<file path="config.mk">
export PLATFORM = sky130hd
export DESIGN_NAME = evtr_regfile
export DESIGN_NICKNAME = d
export VERILOG_FILES = /design/src/rtl/evtr_pkg.sv /design/src/rtl/evtr_counter.sv /design/src/rtl/evtr_timer_slot.sv /design/src/rtl/evtr_regfile.sv
export SDC_FILE = /design/constraint.sdc
export NUM_CORES = 1
export LEC_CHECK = 0
export BUFFER_PORTS_ARGS = -buffer_cell sky130_fd_sc_hd__buf_4
export CORE_UTILIZATION = 30
export DETAILED_ROUTE_END_ITERATION = 6
export PLACE_DENSITY_LB_ADDON = 0.05
export SLEW_MARGIN = 20
export SYNTH_ARGS = -nofsm -noshare
export SYNTH_HDL_FRONTEND = slang
export SYNTH_SLANG_ARGS = --single-unit
</file>
<file path="constraint.sdc">
create_clock -name clk_i -period 2.8 [get_ports clk_i]
set_input_delay 0 -clock clk_i [delete_from_list [all_inputs] [get_ports clk_i]]
set_output_delay 0 -clock clk_i [all_outputs]
set_load 0.05 [all_outputs]
</file>
<file path="src/rtl/evtr_pkg.sv">
package evtr_pkg;

    localparam int AW = 10;

    localparam logic [AW-1:0] A_CAP   = 10'h000;
    localparam logic [AW-1:0] A_GCFG  = 10'h010;
    localparam logic [AW-1:0] A_STAT  = 10'h020;
    localparam logic [AW-1:0] A_CNT   = 10'h0F0;
    localparam logic [AW-1:0] A_TBASE = 10'h100;

    localparam logic [63:0] GCFG_WMASK = 64'h3;
    localparam logic [63:0] TCFG_WMASK = 64'h3F0E;
    localparam logic [31:0] TCFG_FIXED = 32'h30;
    localparam int          TC_M32     = 8;

    typedef enum logic [1:0] {
        TSEL_CFG   = 2'd0,
        TSEL_CMP   = 2'd1,
        TSEL_ROUTE = 2'd2,
        TSEL_RSVD  = 2'd3
    } tsel_e;

    typedef struct packed {
        logic        size64;
        logic        hi;
        logic [63:0] data;
    } lane_t;

    // Replace the half (or whole) of a register picked by an access.
    function automatic logic [63:0] lane_merge(logic [63:0] old, lane_t l);
        if (l.size64 && !l.hi) return l.data;
        else if (l.hi)         return {l.data[31:0], old[31:0]};
        else                   return {old[63:32], l.data[31:0]};
    endfunction

    function automatic logic [63:0] lane_read(logic [63:0] v, logic size64, logic hi);
        if (size64 && !hi) return v;
        else if (hi)       return {32'h0, v[63:32]};
        else               return {32'h0, v[31:0]};
    endfunction

    function automatic logic [63:0] apply_mask(logic [63:0] old, logic [63:0] nv,
                                               logic [63:0] mask);
        return (nv & mask) | (old & ~mask);
    endfunction

endpackage

</file>
<file path="src/rtl/evtr_counter.sv">
module evtr_counter
    import evtr_pkg::*;
(
    input  logic        clk_i,
    input  logic        rst_ni,
    input  logic        run_i,
    input  logic        tick_i,
    input  logic        wr_i,
    input  lane_t       lane_i,
    output logic [63:0] count_o,
    output logic        warn_o
);

    typedef struct packed {
        logic [63:0] count;
        logic        warn;
    } cnt_st_t;

    cnt_st_t st_d, st_q;

    always_comb begin
        st_d      = st_q;
        st_d.warn = wr_i && run_i;
        if (wr_i)
            st_d.count = lane_merge(st_q.count, lane_i);
        else if (run_i && tick_i)
            st_d.count = st_q.count + 64'd1;
    end

    always_ff @(posedge clk_i) begin
        if (!rst_ni) st_q <= '0;
        else         st_q <= st_d;
    end

    assign count_o = st_q.count;
    assign warn_o  = st_q.warn;

endmodule

</file>
<file path="src/rtl/evtr_timer_slot.sv">
module evtr_timer_slot
    import evtr_pkg::*;
#(
    parameter logic [31:0] ROUTE_CAP = 32'h0000_0F00
) (
    input  logic        clk_i,
    input  logic        rst_ni,
    input  logic        wr_i,
    input  tsel_e       sel_i,
    input  lane_t       lane_i,
    output logic [63:0] cfg_o,
    output logic [63:0] cmp_o,
    output logic [63:0] route_o
);

    localparam logic [63:0] CFG_RST = {ROUTE_CAP, TCFG_FIXED};

    typedef struct packed {
        logic [63:0] cfg;
        logic [63:0] cmp;
        logic [63:0] route;
    } slot_st_t;

    slot_st_t    st_d, st_q;
    logic [63:0] cfg_merged;

    always_comb begin
        st_d       = st_q;
        cfg_merged = lane_merge(st_q.cfg, lane_i);
        if (wr_i) begin
            case (sel_i)
                TSEL_CFG: begin
                    st_d.cfg = apply_mask(st_q.cfg, cfg_merged, TCFG_WMASK);
                    if (st_d.cfg[TC_M32])
                        st_d.cmp = {32'h0, st_q.cmp[31:0]};
                end
                TSEL_CMP: begin
                    if (st_q.cfg[TC_M32]) begin
                        if (!lane_i.hi)
                            st_d.cmp = {32'h0, lane_i.data[31:0]};
                    end else begin
                        st_d.cmp = lane_merge(st_q.cmp, lane_i);
                    end
                end
                TSEL_ROUTE: st_d.route = lane_merge(st_q.route, lane_i);
                default: ;
            endcase
        end
    end

    always_ff @(posedge clk_i) begin
        if (!rst_ni) begin
            st_q.cfg   <= CFG_RST;
            st_q.cmp   <= '1;
            st_q.route <= '0;
        end else begin
            st_q <= st_d;
        end
    end

    assign cfg_o   = st_q.cfg;
    assign cmp_o   = st_q.cmp;
    assign route_o = st_q.route;

endmodule

</file>
<file path="src/rtl/evtr_regfile.sv">
module evtr_regfile
    import evtr_pkg::*;
#(
    parameter int          N_TIMERS  = 3,
    parameter logic [31:0] PERIOD_FS = 32'd10_000_000,
    parameter logic [31:0] ROUTE_CAP = 32'h0000_0F00
) (
    input  logic                  clk_i,
    input  logic                  rst_ni,
    input  logic                  tick_i,
    input  logic                  req_i,
    input  logic                  req_we_i,
    input  logic [9:0]            req_addr_i,
    input  logic                  req_size64_i,
    input  logic [63:0]           req_wdata_i,
    input  logic [N_TIMERS-1:0]   irq_set_i,
    output logic                  rvalid_o,
    output logic [63:0]           rdata_o,
    output logic                  run_o,
    output logic                  legacy_o,
    output logic [63:0]           counter_o,
    output logic                  cnt_warn_o,
    output logic [N_TIMERS-1:0]   stat_o,
    output logic [N_TIMERS*64-1:0] tmr_cfg_o,
    output logic [N_TIMERS*64-1:0] tmr_cmp_o
);

    localparam int TIDX_W = 5;
    localparam logic [63:0] CAP_VAL =
        {PERIOD_FS, 16'h0, 1'b1, 1'b0, 1'b1, 5'(N_TIMERS - 1), 8'h01};

    typedef struct packed {
        logic [1:0]          gcfg;
        logic [N_TIMERS-1:0] stat;
        logic                rvalid;
        logic [63:0]         rdata;
    } top_st_t;

    top_st_t st_d, st_q;

    // Access decode
    lane_t             lane;
    logic              in_win, t_hit, wr_acc;
    logic [TIDX_W-1:0] tidx;
    logic [AW-1:0]     reg_ofs;
    tsel_e             tsel;

    assign lane    = '{size64: req_size64_i, hi: req_addr_i[2], data: req_wdata_i};
    assign in_win  = req_addr_i >= A_TBASE;
    assign tidx    = TIDX_W'((req_addr_i - A_TBASE) >> 5);
    assign t_hit   = in_win && (32'(tidx) < N_TIMERS);
    assign tsel    = tsel_e'(req_addr_i[4:3]);
    assign reg_ofs = {req_addr_i[AW-1:3], 3'b000};
    assign wr_acc  = req_i && req_we_i;

    // Timer slots
    logic [63:0] cfg_a   [N_TIMERS];
    logic [63:0] cmp_a   [N_TIMERS];
    logic [63:0] route_a [N_TIMERS];

    for (genvar gi = 0; gi < N_TIMERS; gi++) begin : g_slot
        evtr_timer_slot #(.ROUTE_CAP(ROUTE_CAP)) u_slot (
            .clk_i   (clk_i),
            .rst_ni  (rst_ni),
            .wr_i    (wr_acc && t_hit && (tidx == TIDX_W'(gi))),
            .sel_i   (tsel),
            .lane_i  (lane),
            .cfg_o   (cfg_a[gi]),
            .cmp_o   (cmp_a[gi]),
            .route_o (route_a[gi])
        );
        assign tmr_cfg_o[gi*64 +: 64] = cfg_a[gi];
        assign tmr_cmp_o[gi*64 +: 64] = cmp_a[gi];
    end

    // Main counter
    logic [63:0] count;
    evtr_counter u_cnt (
        .clk_i   (clk_i),
        .rst_ni  (rst_ni),
        .run_i   (st_q.gcfg[0]),
        .tick_i  (tick_i),
        .wr_i    (wr_acc && !in_win && (reg_ofs == A_CNT)),
        .lane_i  (lane),
        .count_o (count),
        .warn_o  (cnt_warn_o)
    );

    // Global registers and read path
    logic [63:0]         raw;
    logic [63:0]         gcfg_new;
    logic [N_TIMERS-1:0] clr;

    always_comb begin
        st_d = st_q;

        raw = '0;
        if (in_win) begin
            for (int i = 0; i < N_TIMERS; i++) begin
                if (tidx == TIDX_W'(i)) begin
                    case (tsel)
                        TSEL_CFG:   raw = cfg_a[i];
                        TSEL_CMP:   raw = cmp_a[i];
                        TSEL_ROUTE: raw = route_a[i];
                        default:    raw = '0;
                    endcase
                end
            end
        end else begin
            case (reg_ofs)
                A_CAP:   raw = CAP_VAL;
                A_GCFG:  raw = {62'h0, st_q.gcfg};
                A_STAT:  raw = 64'(st_q.stat);
                A_CNT:   raw = count;
                default: raw = '0;
            endcase
        end

        st_d.rvalid = req_i && !req_we_i;
        if (st_d.rvalid)
            st_d.rdata = lane_read(raw, lane.size64, lane.hi);

        gcfg_new = apply_mask({62'h0, st_q.gcfg},
                              lane_merge({62'h0, st_q.gcfg}, lane), GCFG_WMASK);
        if (wr_acc && !in_win && (reg_ofs == A_GCFG))
            st_d.gcfg = gcfg_new[1:0];

        clr = '0;
        if (wr_acc && !in_win && (reg_ofs == A_STAT) && !lane.hi)
            clr = req_wdata_i[N_TIMERS-1:0];
        st_d.stat = (st_q.stat & ~clr) | irq_set_i;
    end

    always_ff @(posedge clk_i) begin
        if (!rst_ni) st_q <= '0;
        else         st_q <= st_d;
    end

    assign rvalid_o  = st_q.rvalid;
    assign rdata_o   = st_q.rdata;
    assign run_o     = st_q.gcfg[0];
    assign legacy_o  = st_q.gcfg[1];
    assign counter_o = count;
    assign stat_o    = st_q.stat;

endmodule

</file>
; Word-level counts from Yosys, hierarchy flattened
; Index checks and enable logic that the tools add are counted.
[totals]
regBits = 711
output_inout_bits = 519
wordCells = 130
inputBits = 83
[op_classes]
eq_ne = 22
magnitude_cmp = 2
n_reduce_logical = 42
bitwise = 7
addsub = 2
n_mux = 33
[op_table]
columns = cell, n
row1 = 64-bit two-way mux, 16
row2 = 64-bit case mux with 3 select lines, 3
row3 = 64-bit case mux with 2 select lines, 3
row4 = 64-bit case mux with 4 select lines, 1
row5 = 14-bit by 64-bit OR with 64-bit output, 3
row6 = 14-bit two-way mux, 6
row7 = 64-bit by 1-bit adder with 64-bit output (second input constant), 1
row8 = 32-bit two-way mux, 1
row9 = 5-bit AND reduction, 6
row10 = 3-bit AND reduction, 6
row11 = 1-bit logical AND, 15
row12 = 3-bit inequality test (second input constant), 5
row13 = 4-bit by 3-bit inequality test with 1-bit output (second input constant), 3
row14 = 2-bit AND reduction, 6
row15 = 10-bit by 9-bit greater-or-equal comparator with 1-bit output (second input constant), 1
row16 = 10-bit zero test, 1
row17 = 10-bit by 9-bit subtractor with 10-bit output (second input constant), 1
row18 = 2-bit by 1-bit inequality test with 1-bit output (second input constant), 4
row19 = 7-bit by 2-bit equality test with 1-bit output (second input constant), 1
row20 = 7-bit by 3-bit equality test with 1-bit output (second input constant), 1
row21 = 7-bit by 5-bit equality test with 1-bit output (second input constant), 1
row22 = 2-bit inequality test (second input constant), 3
row23 = 2-bit nonzero test, 3
row24 = 5-bit by 1-bit equality test with 1-bit output (second input constant), 1
row25 = other kinds (13), 16

; Longest topological paths before layout
; Gate-level depths: netlist of run 1.
[logic_depth]
ltp_word = 9
mapped_depth = 13

; Hierarchy
; A second synthesis of run 1 with hierarchy kept.
[hier_totals]
hier_cells = 4273
hier_area_um2 = 33079.2
[modules_own_cells]
columns = mod, area_each_um2, cells_each, n_inst
row1 = evtr_timer_slot, 6510.0, 799, 3
row2 = evtr_regfile, 9102.5, 1274, 1
row3 = evtr_counter, 4446.8, 602, 1

; Least setup slack after synthesis of run 1
; Ideal clock, no wire load.
[synth_path]
path_type = flip-flop to flip-flop
startpoint = register u_cnt.st_q, in the netlist u_cnt.count_o[10]
endpoint = register u_cnt.st_q, in the netlist u_cnt.count_o[25]
arrival_ns = 2.447
path_stages_with_launch = 7
setup_time_ns = 0.114
path_slack_ns = 0.239
n_path_buf = 0
required_time_ns = 2.686
period_less_slack_ns = 2.561
path_cell_list = dfxtp_1 -> nand4_4 -> nor4_4 -> and3_4 -> or4b_1 -> a22o_1 -> a21o_1
[synth_via]
elab_chain_cells = 3
[synth_lines]
columns = item, line_no
row1 = start: declaration, evtr_counter.sv:19  ; cnt_st_t st_d, st_q;
row2 = start signal: assignment, evtr_counter.sv:32  ; else st_q <= st_d;
row3 = 64-bit by 1-bit adder with 64-bit output, evtr_counter.sv:27  ; st_d.count = st_q.count + 64'd1;
row4 = 64-bit two-way mux, evtr_counter.sv:26  ; else if (run_i && tick_i)
row5 = 64-bit two-way mux, evtr_counter.sv:24  ; if (wr_i)
; Every way passes these cells. The select of a mux whose other input is x is not followed.
; A chain may end at the register's enable or synchronous reset.

; Final worst setup path of run 1
[layout_path]
startpoint = register u_cnt.st_q, in the netlist u_cnt.count_o[5]
endpoint = register u_cnt.st_q, in the netlist u_cnt.count_o[54]
; Same word-level chain as after synthesis.

==> results of run 1 <==
final timing paths:
| path | start | cells after the start | slack [ps] | to |
|---|---|---|---|---|
| max | u_cnt.count_o[5] | 7 | 150 | u_cnt.count_o[54] |
| min | req_wdata_i[47] | 5 | 30 | g_slot[0].u_slot.cmp_o[47] |
| max reg2reg | u_cnt.count_o[5] | 7 | 150 | u_cnt.count_o[54] |
| min reg2reg | g_slot[2].u_slot.route_o[11] | 2 | 450 | g_slot[2].u_slot.route_o[11] |
routing by layer:
metal / track usage [%] / routed length, um / vias to the layer above
met3: 4.88 / 9460 / 174
li1: - / - / 12700
met5: 0 / 21 / -
met1: 42.2 / 62700 / 14000
met2: 48.3 / 64800 / 1238
met4: 8.79 / 4050 / 4
power by group through the flow:
stage	logic, uW	clock network (uW)	registers, uW
6_report	2190	8990	7870
5_1_grt	2260	9450	7870
4_1_cts	2170	9120	7870
3_5_place_dp	2110	0	8040
3_3_place_gp	2110	0	8040
2_1_floorplan	1330	0	8140
worst max-delay path: cells and delay by family, from the launching register on:
family,cells,cell delay (ps)
AND/OR/NAND/NOR,5,1590
flip-flops,1,640
AO/OA/AOI/OAI,1,90
buffers and inverters,1,220
synthesized netlist by cell type, types with 5 or more instances:
library cell / count / area share (%)
buf_1: 26 / 0.37
and2_1: 12 / 0.28
o311ai_0: 36 / 1.2
nor2b_1: 5 / 0.12
a32o_1: 6 / 0.23
o221ai_1: 30 / 1.0
or3_1: 8 / 0.19
buf_4: 172 / 4.9
buf_2: 50 / 0.95
o31a_1: 6 / 0.20
o211ai_1: 82 / 2.3
o21ba_2: 15 / 0.57
a21boi_0: 7 / 0.20
nand4_1: 30 / 0.71
o21a_1: 10 / 0.28
nand2b_1: 13 / 0.31
and3_1: 52 / 1.2
or4_1: 7 / 0.20
a2bb2oi_1: 5 / 0.17
o22ai_1: 52 / 1.2
and4_1: 9 / 0.30
inv_1: 20 / 0.28
xor2_1: 5 / 0.17
nand3_1: 164 / 3.1
a211oi_1: 106 / 3.0
a221oi_1: 56 / 1.9
o21ai_0: 104 / 2.0
clkbuf_2: 7 / 0.13
a22oi_1: 90 / 2.6
a22o_1: 53 / 1.8
nor3_1: 57 / 1.1
a21oi_1: 262 / 5.0
nand2_1: 625 / 8.9
a21o_1: 5 / 0.14
clkbuf_1: 230 / 3.3
a31oi_1: 7 / 0.17
o2111ai_1: 6 / 0.20
dfxtp_1: 546 / 41
mux2i_1: 35 / 1.3
nor2_1: 216 / 3.1
mux2_2: 17 / 0.73
nor4_1: 20 / 0.47
what timing repair did:
action,CTS,global route
endpoints found under the hold margin,323,0
hold buffers,45,0
resized for setup,0,1
endpoints found under the setup margin,0,5
per-stage QoR:
step                instance area [um^2]  hold slack (ps)  setup TNS, ps  worst slack, ps
finish                             34100             32.3              0              150
detailed placement                 31400              216           -115            -55.4
floorplan                          27000              124              0              239
global route                       34100             31.0              0             57.8
global placement                   31400              215           -501             -172
CTS                                34100             7.63              0             74.9
state kept, by name (all words and copies together), names as in the netlist:
| signal | count |
|---|---|
| g_slot.u_slot.cfg_o | 27 |
| g_slot.u_slot.cmp_o | 192 |
| rvalid_o | 1 |
| legacy_o | 1 |
| u_cnt.warn_o | 1 |
| rdata_o | 64 |
| g_slot.u_slot.route_o | 192 |
| run_o | 1 |
| u_cnt.count_o | 64 |
| stat_o | 3 |
cell families after synthesis:
logic type	count (synthesis)	share of synthesized area (%)
compound gates	972	25.2
fa+ha+maj	3	0.142
simple gates	1244	21.0
other cells	2	0.0285
buf+inv	506	9.93
mux	52	2.06
flops	546	41.5
xor+xnor	6	0.199
area by class of cell:
| cell class | instances | area [um^2] |
|---|---|---|
| timing repair buffer | 723 | 5820 |
| multi-input combinational | 2442 | 13500 |
| sequential | 546 | 10900 |
| clock buffer | 100 | 2020 |
| inverter | 21 | 86.3 |
| tap | 1155 | 1450 |
| fill | 8958 | 52800 |
| antenna | 2 | 5.00 |
| clock inverter | 15 | 219 |
==> impl_results.md, run 1 <==
- Total clock sinks: 546
- Area grow syn2layout: 29.2%
- Power Total: about 19,000 uW
- Vias per inst: about 5.6
- Number of synthesis warnings: 0
- Fin util: 39.2%
- Synth Instances: 3,331
- Core Region: 86,900 um^2
- DRC violations left: 0
- Yosys cell types: between 70 and 80
- Nets: roughly 3,900
- Port buffer count: 434
- Slowest cell on crit path: dfxtp_1
- Vias: ~28,000
- Tmin final: 2650 ps
- Die area: 89,000 um^2
- GRT Residual Overflow: 0
- HPWL after DPL: 103 mm
- Root Driver: clkbuf_16
- Die Y: 298 um
- Internal: 13,500 uW
- Fin crit share: 94.6%
- Leakage: 0.0138 uW
- Max_cap viols: 0
- Worst-Skew Late Latency: around 640 ps
- Max-slew violation count: 0
- Largest net degree at the start of global routing: 127
- Clock power frac: 47.2%
- Sw frac: 29.3%
- Max incr delay on CP: around 640 ps
- Worst vdd ir: 0.498 mV
- Drt total wl: ~140 mm
- CTS buffer count: 69
- Flop pwr share: 41.3%
- Drt pass-1 iters: 5
- Most frequent cells in the layout: buf_4, nand2_1, dfxtp_1, a21oi_1, nor2_1
- Via count of the first global-routing pass: roughly 26,000
- RSZ-0062 raised after global routing: false
- Overall Global Routing Usage: 30.4%
- Mapped Avg Cell Area: 7.91 um^2
- Main synth FF type: dfxtp_1
- Setup Buffers After CTS: 0
- Comb pwr share: roughly 12%
- Min-Delay Path Class: in2reg
- CP Class: reg2reg
- Status: complete, no violations
- Gpl congestion: 0.920
- Power Density: 560 nW/um^2
- Final ANT Viol Nets: 0
- DP Cell Count: 4,842
- Boundary pin count: 602
- P_sw: roughly 5600 uW
- Register area share after synthesis: about two fifths
- WL per Instance: between 20 and 30 um
- Clock Tree Buf Depth: 3
- Crit Path Max Fanout: 9
- Die W: roughly 300 um
- Fmax: 377 MHz
- Final Setup Violations: 0
- First-pass GRT wire length: a little under 200 mm
- Number of flops mapped to enable cells by yosys: 0
- Startpoint types: register
- Rows: 108
- Share of layout cells above drive strength 1: 22.0%
- CTS tree: done
- Required @ worst endpoint: 3310 ps
- Initial core utilization: between 30% and 40%
- Antenna violations before repair: 8
- Crit path cell chain: nand4_1 -> nor4_1 -> buf_4 -> nand4_1 -> or3_1 -> nand4_1 -> o21ai_0
- Number of synthesized register bits: 546
- Crit path DAT: 3160 ps
- Commonest non-fill, non-tap cell in the layout: buf_4
- Reg clk slew, reported paths: about 60 ps
- 1st-iter DRT viols: around 2,700
- Non-Filler Instances: 5,004
- Crit. End Element: register
- Actual slew at the worst max-slew pin: 1130 ps
- Skew final: 42.8 ps
- Endpoints failing hold: 0
- Htree depth: 3
- Slew headroom: 23.9%
- Most used cell, CP: nand4_1
- Ys async rst share: 0%
- Synthesized cell area: 26,400 um^2
No activity file was read; power rests on OpenSTA's default activity.
==> inputs of run 2 (changes only) <==
- REMOVE_ABC_BUFFERS: unset -> 1
==> impl_results.md, run 2 (same netlist as run 1, synthesis figures left out) <==
- Initial core utilization: 30.3%
- Min-Delay Path Class: in2reg
- R2R Path Start: u_cnt.count_o[10]
- Worst-case reg-to-reg path depth: 7
- RSZ-0062 raised after global routing: false
- Skew final: 24.1 ps
- Area grow syn2layout: 28.6%
- Leakage: 0.0136 uW
- Fin crit share: a little over nine tenths
- Port buffer count: 434
- Crit Path Max Fanout: 9
- Setup Buffers After CTS: 0
- Largest net degree at the start of global routing: 180
- Antenna violations before repair: 1
- Boundary pin count: 602
- Worst Hold Slack: roughly 19 ps
- Die W: 298 um
- CP Class: reg2reg
- Worst R2R Setup Slack: 170 ps
- Die Y: 298 um
- Max-slew violation count: 0
- Overall Global Routing Usage: 28.9%
- Worst-Skew Late Latency: around 620 ps
- Gpl congestion: between 0.9 and 1
- Most frequent cells in the layout: nand2_1, buf_4, dfxtp_1, a21oi_1, nor2_1
- Die area: 89,000 um^2
- Crit path cell chain: nand4_4 -> nor4_1 -> buf_4 -> nand4_1 -> nor3_1 -> mux2i_1 -> o22ai_1
- Max_cap viols: 0
- Root Driver: clkbuf_16
- Worst vdd ir: roughly 0.36 mV
- Slew headroom: 18.7%
- Share of layout cells above drive strength 1: about a fifth
- Non-Filler Cell Area, Final: 33,900 um^2
- 1st-iter DRT viols: 2,595
- Status: complete, no violations
- Final ANT Viol Nets: 0
- Hold path start: req_wdata_i[52]
- Pre-CTS setup slack: between 200 and 250 ps
- Via count of the first global-routing pass: between 20,000 and 30,000
- Htree depth: 3
- Clock Tree Buf Depth: 3
- Tmin final: 2630 ps
- WL per Instance: 26.9 um
- Fin util: 39.0%
- Hold depth: 4
- Rows: 108
- Core Region: 86,900 um^2
- Vias per inst: 5.58
- Crit. End Element: register
- Vias: 27,800
- DRC violations left: 0
- Drt total wl: about 130 mm
- Crit path DAT: 3070 ps
- CTS buffer count: 69
- Power Density: 562 nW/um^2
- Slowest cell on crit path: dfxtp_1
- Total clock sinks: 546
- HPWL after DPL: 93.1 mm
- Commonest non-fill, non-tap cell in the layout: nand2_1
- Fillers: 8,944
- Startpoint types: register
- Hold Path End: g_slot[0].u_slot.cmp_o[52]
- Max incr delay on CP: 550 ps
- GRT Residual Overflow: 0
- DP Area: slightly above 30,000 um^2
- CTS tree: done
- Required @ worst endpoint: 3250 ps
- Nets: around 3,900
- Fmax: roughly 380 MHz
- Drt pass-1 iters: 5
- Final Setup Violations: 0
- Actual slew at the worst max-slew pin: 1220 ps
- Fin worst setup slack: 175 ps
- First-pass GRT wire length: around 190 mm
- Reg clk slew, reported paths: 60 ps
- Endpoints failing hold: 0
- Reg-to-Reg End: u_cnt.count_o[48]
-- run 2: critical path, delay by kind of cell (launching register included) --
family | cells | cell delay (ps)
compound gates | 1 | 80
simple gates | 4 | 1410
flops | 1 | 550
mux | 1 | 220
buf+inv | 1 | 200
-- run 2: metrics by stage --
stage,instances,total power (uW),setup TNS (ps)
6_report,4973,19100,0
5_1_grt,4971,19600,0
4_1_cts,4970,19200,0
3_5_place_dp,4788,10000,0
3_3_place_gp,4788,10000,0
2_1_floorplan,3009,9140,-1658400
-- run 2: timing repair --
item | in CTS | in global routing
hold buffers | 59 | 1
hold endpoints to repair | 315 | 1
resized for setup | 0 | 0
-- run 2: worst max path at each step --
stage                      start                      endpoint  slack [ps]
3_5_place_dp   u_cnt.count_o[10]             u_cnt.count_o[48]         240
2_1_floorplan      req_addr_i[3]  g_slot[2].u_slot.route_o[32]       -7020
5_1_grt        u_cnt.count_o[10]             u_cnt.count_o[48]          50
3_3_place_gp       req_addr_i[8]                    rdata_o[8]          80
4_1_cts        u_cnt.count_o[10]             u_cnt.count_o[48]         230
6_report       u_cnt.count_o[10]             u_cnt.count_o[48]         170
-- run 2: per-layer routing --
metal  global-route usage (%)  up-vias  wire [um]
met4                     7.33        0       2890
met1                     39.1    13900      58500
met5                        0        -          0
met2                     47.1     1147      62800
met3                     5.09      159       9640
li1                         -    12600          -
-- run 2: final cells by class --
type	count	area, um^2	area share (%)
flip-flops and latches	546	10900	32.3
well taps	1155	1450	4.26
repair buffers	684	5590	16.5
multi-input cells	2442	13500	40.0
clock buffers	99	2010	5.93
diodes	2	5.00	0.0148
inverters	21	86.3	0.255
clock inverters	24	277	0.816
-- run 2: report_power, final --
part	total, uW	internal (uW)	switching [uW]
logic	2080	475	1600
clock network	9130	5380	3740
registers	7860	7810	51.9
total	19100	13700	5400
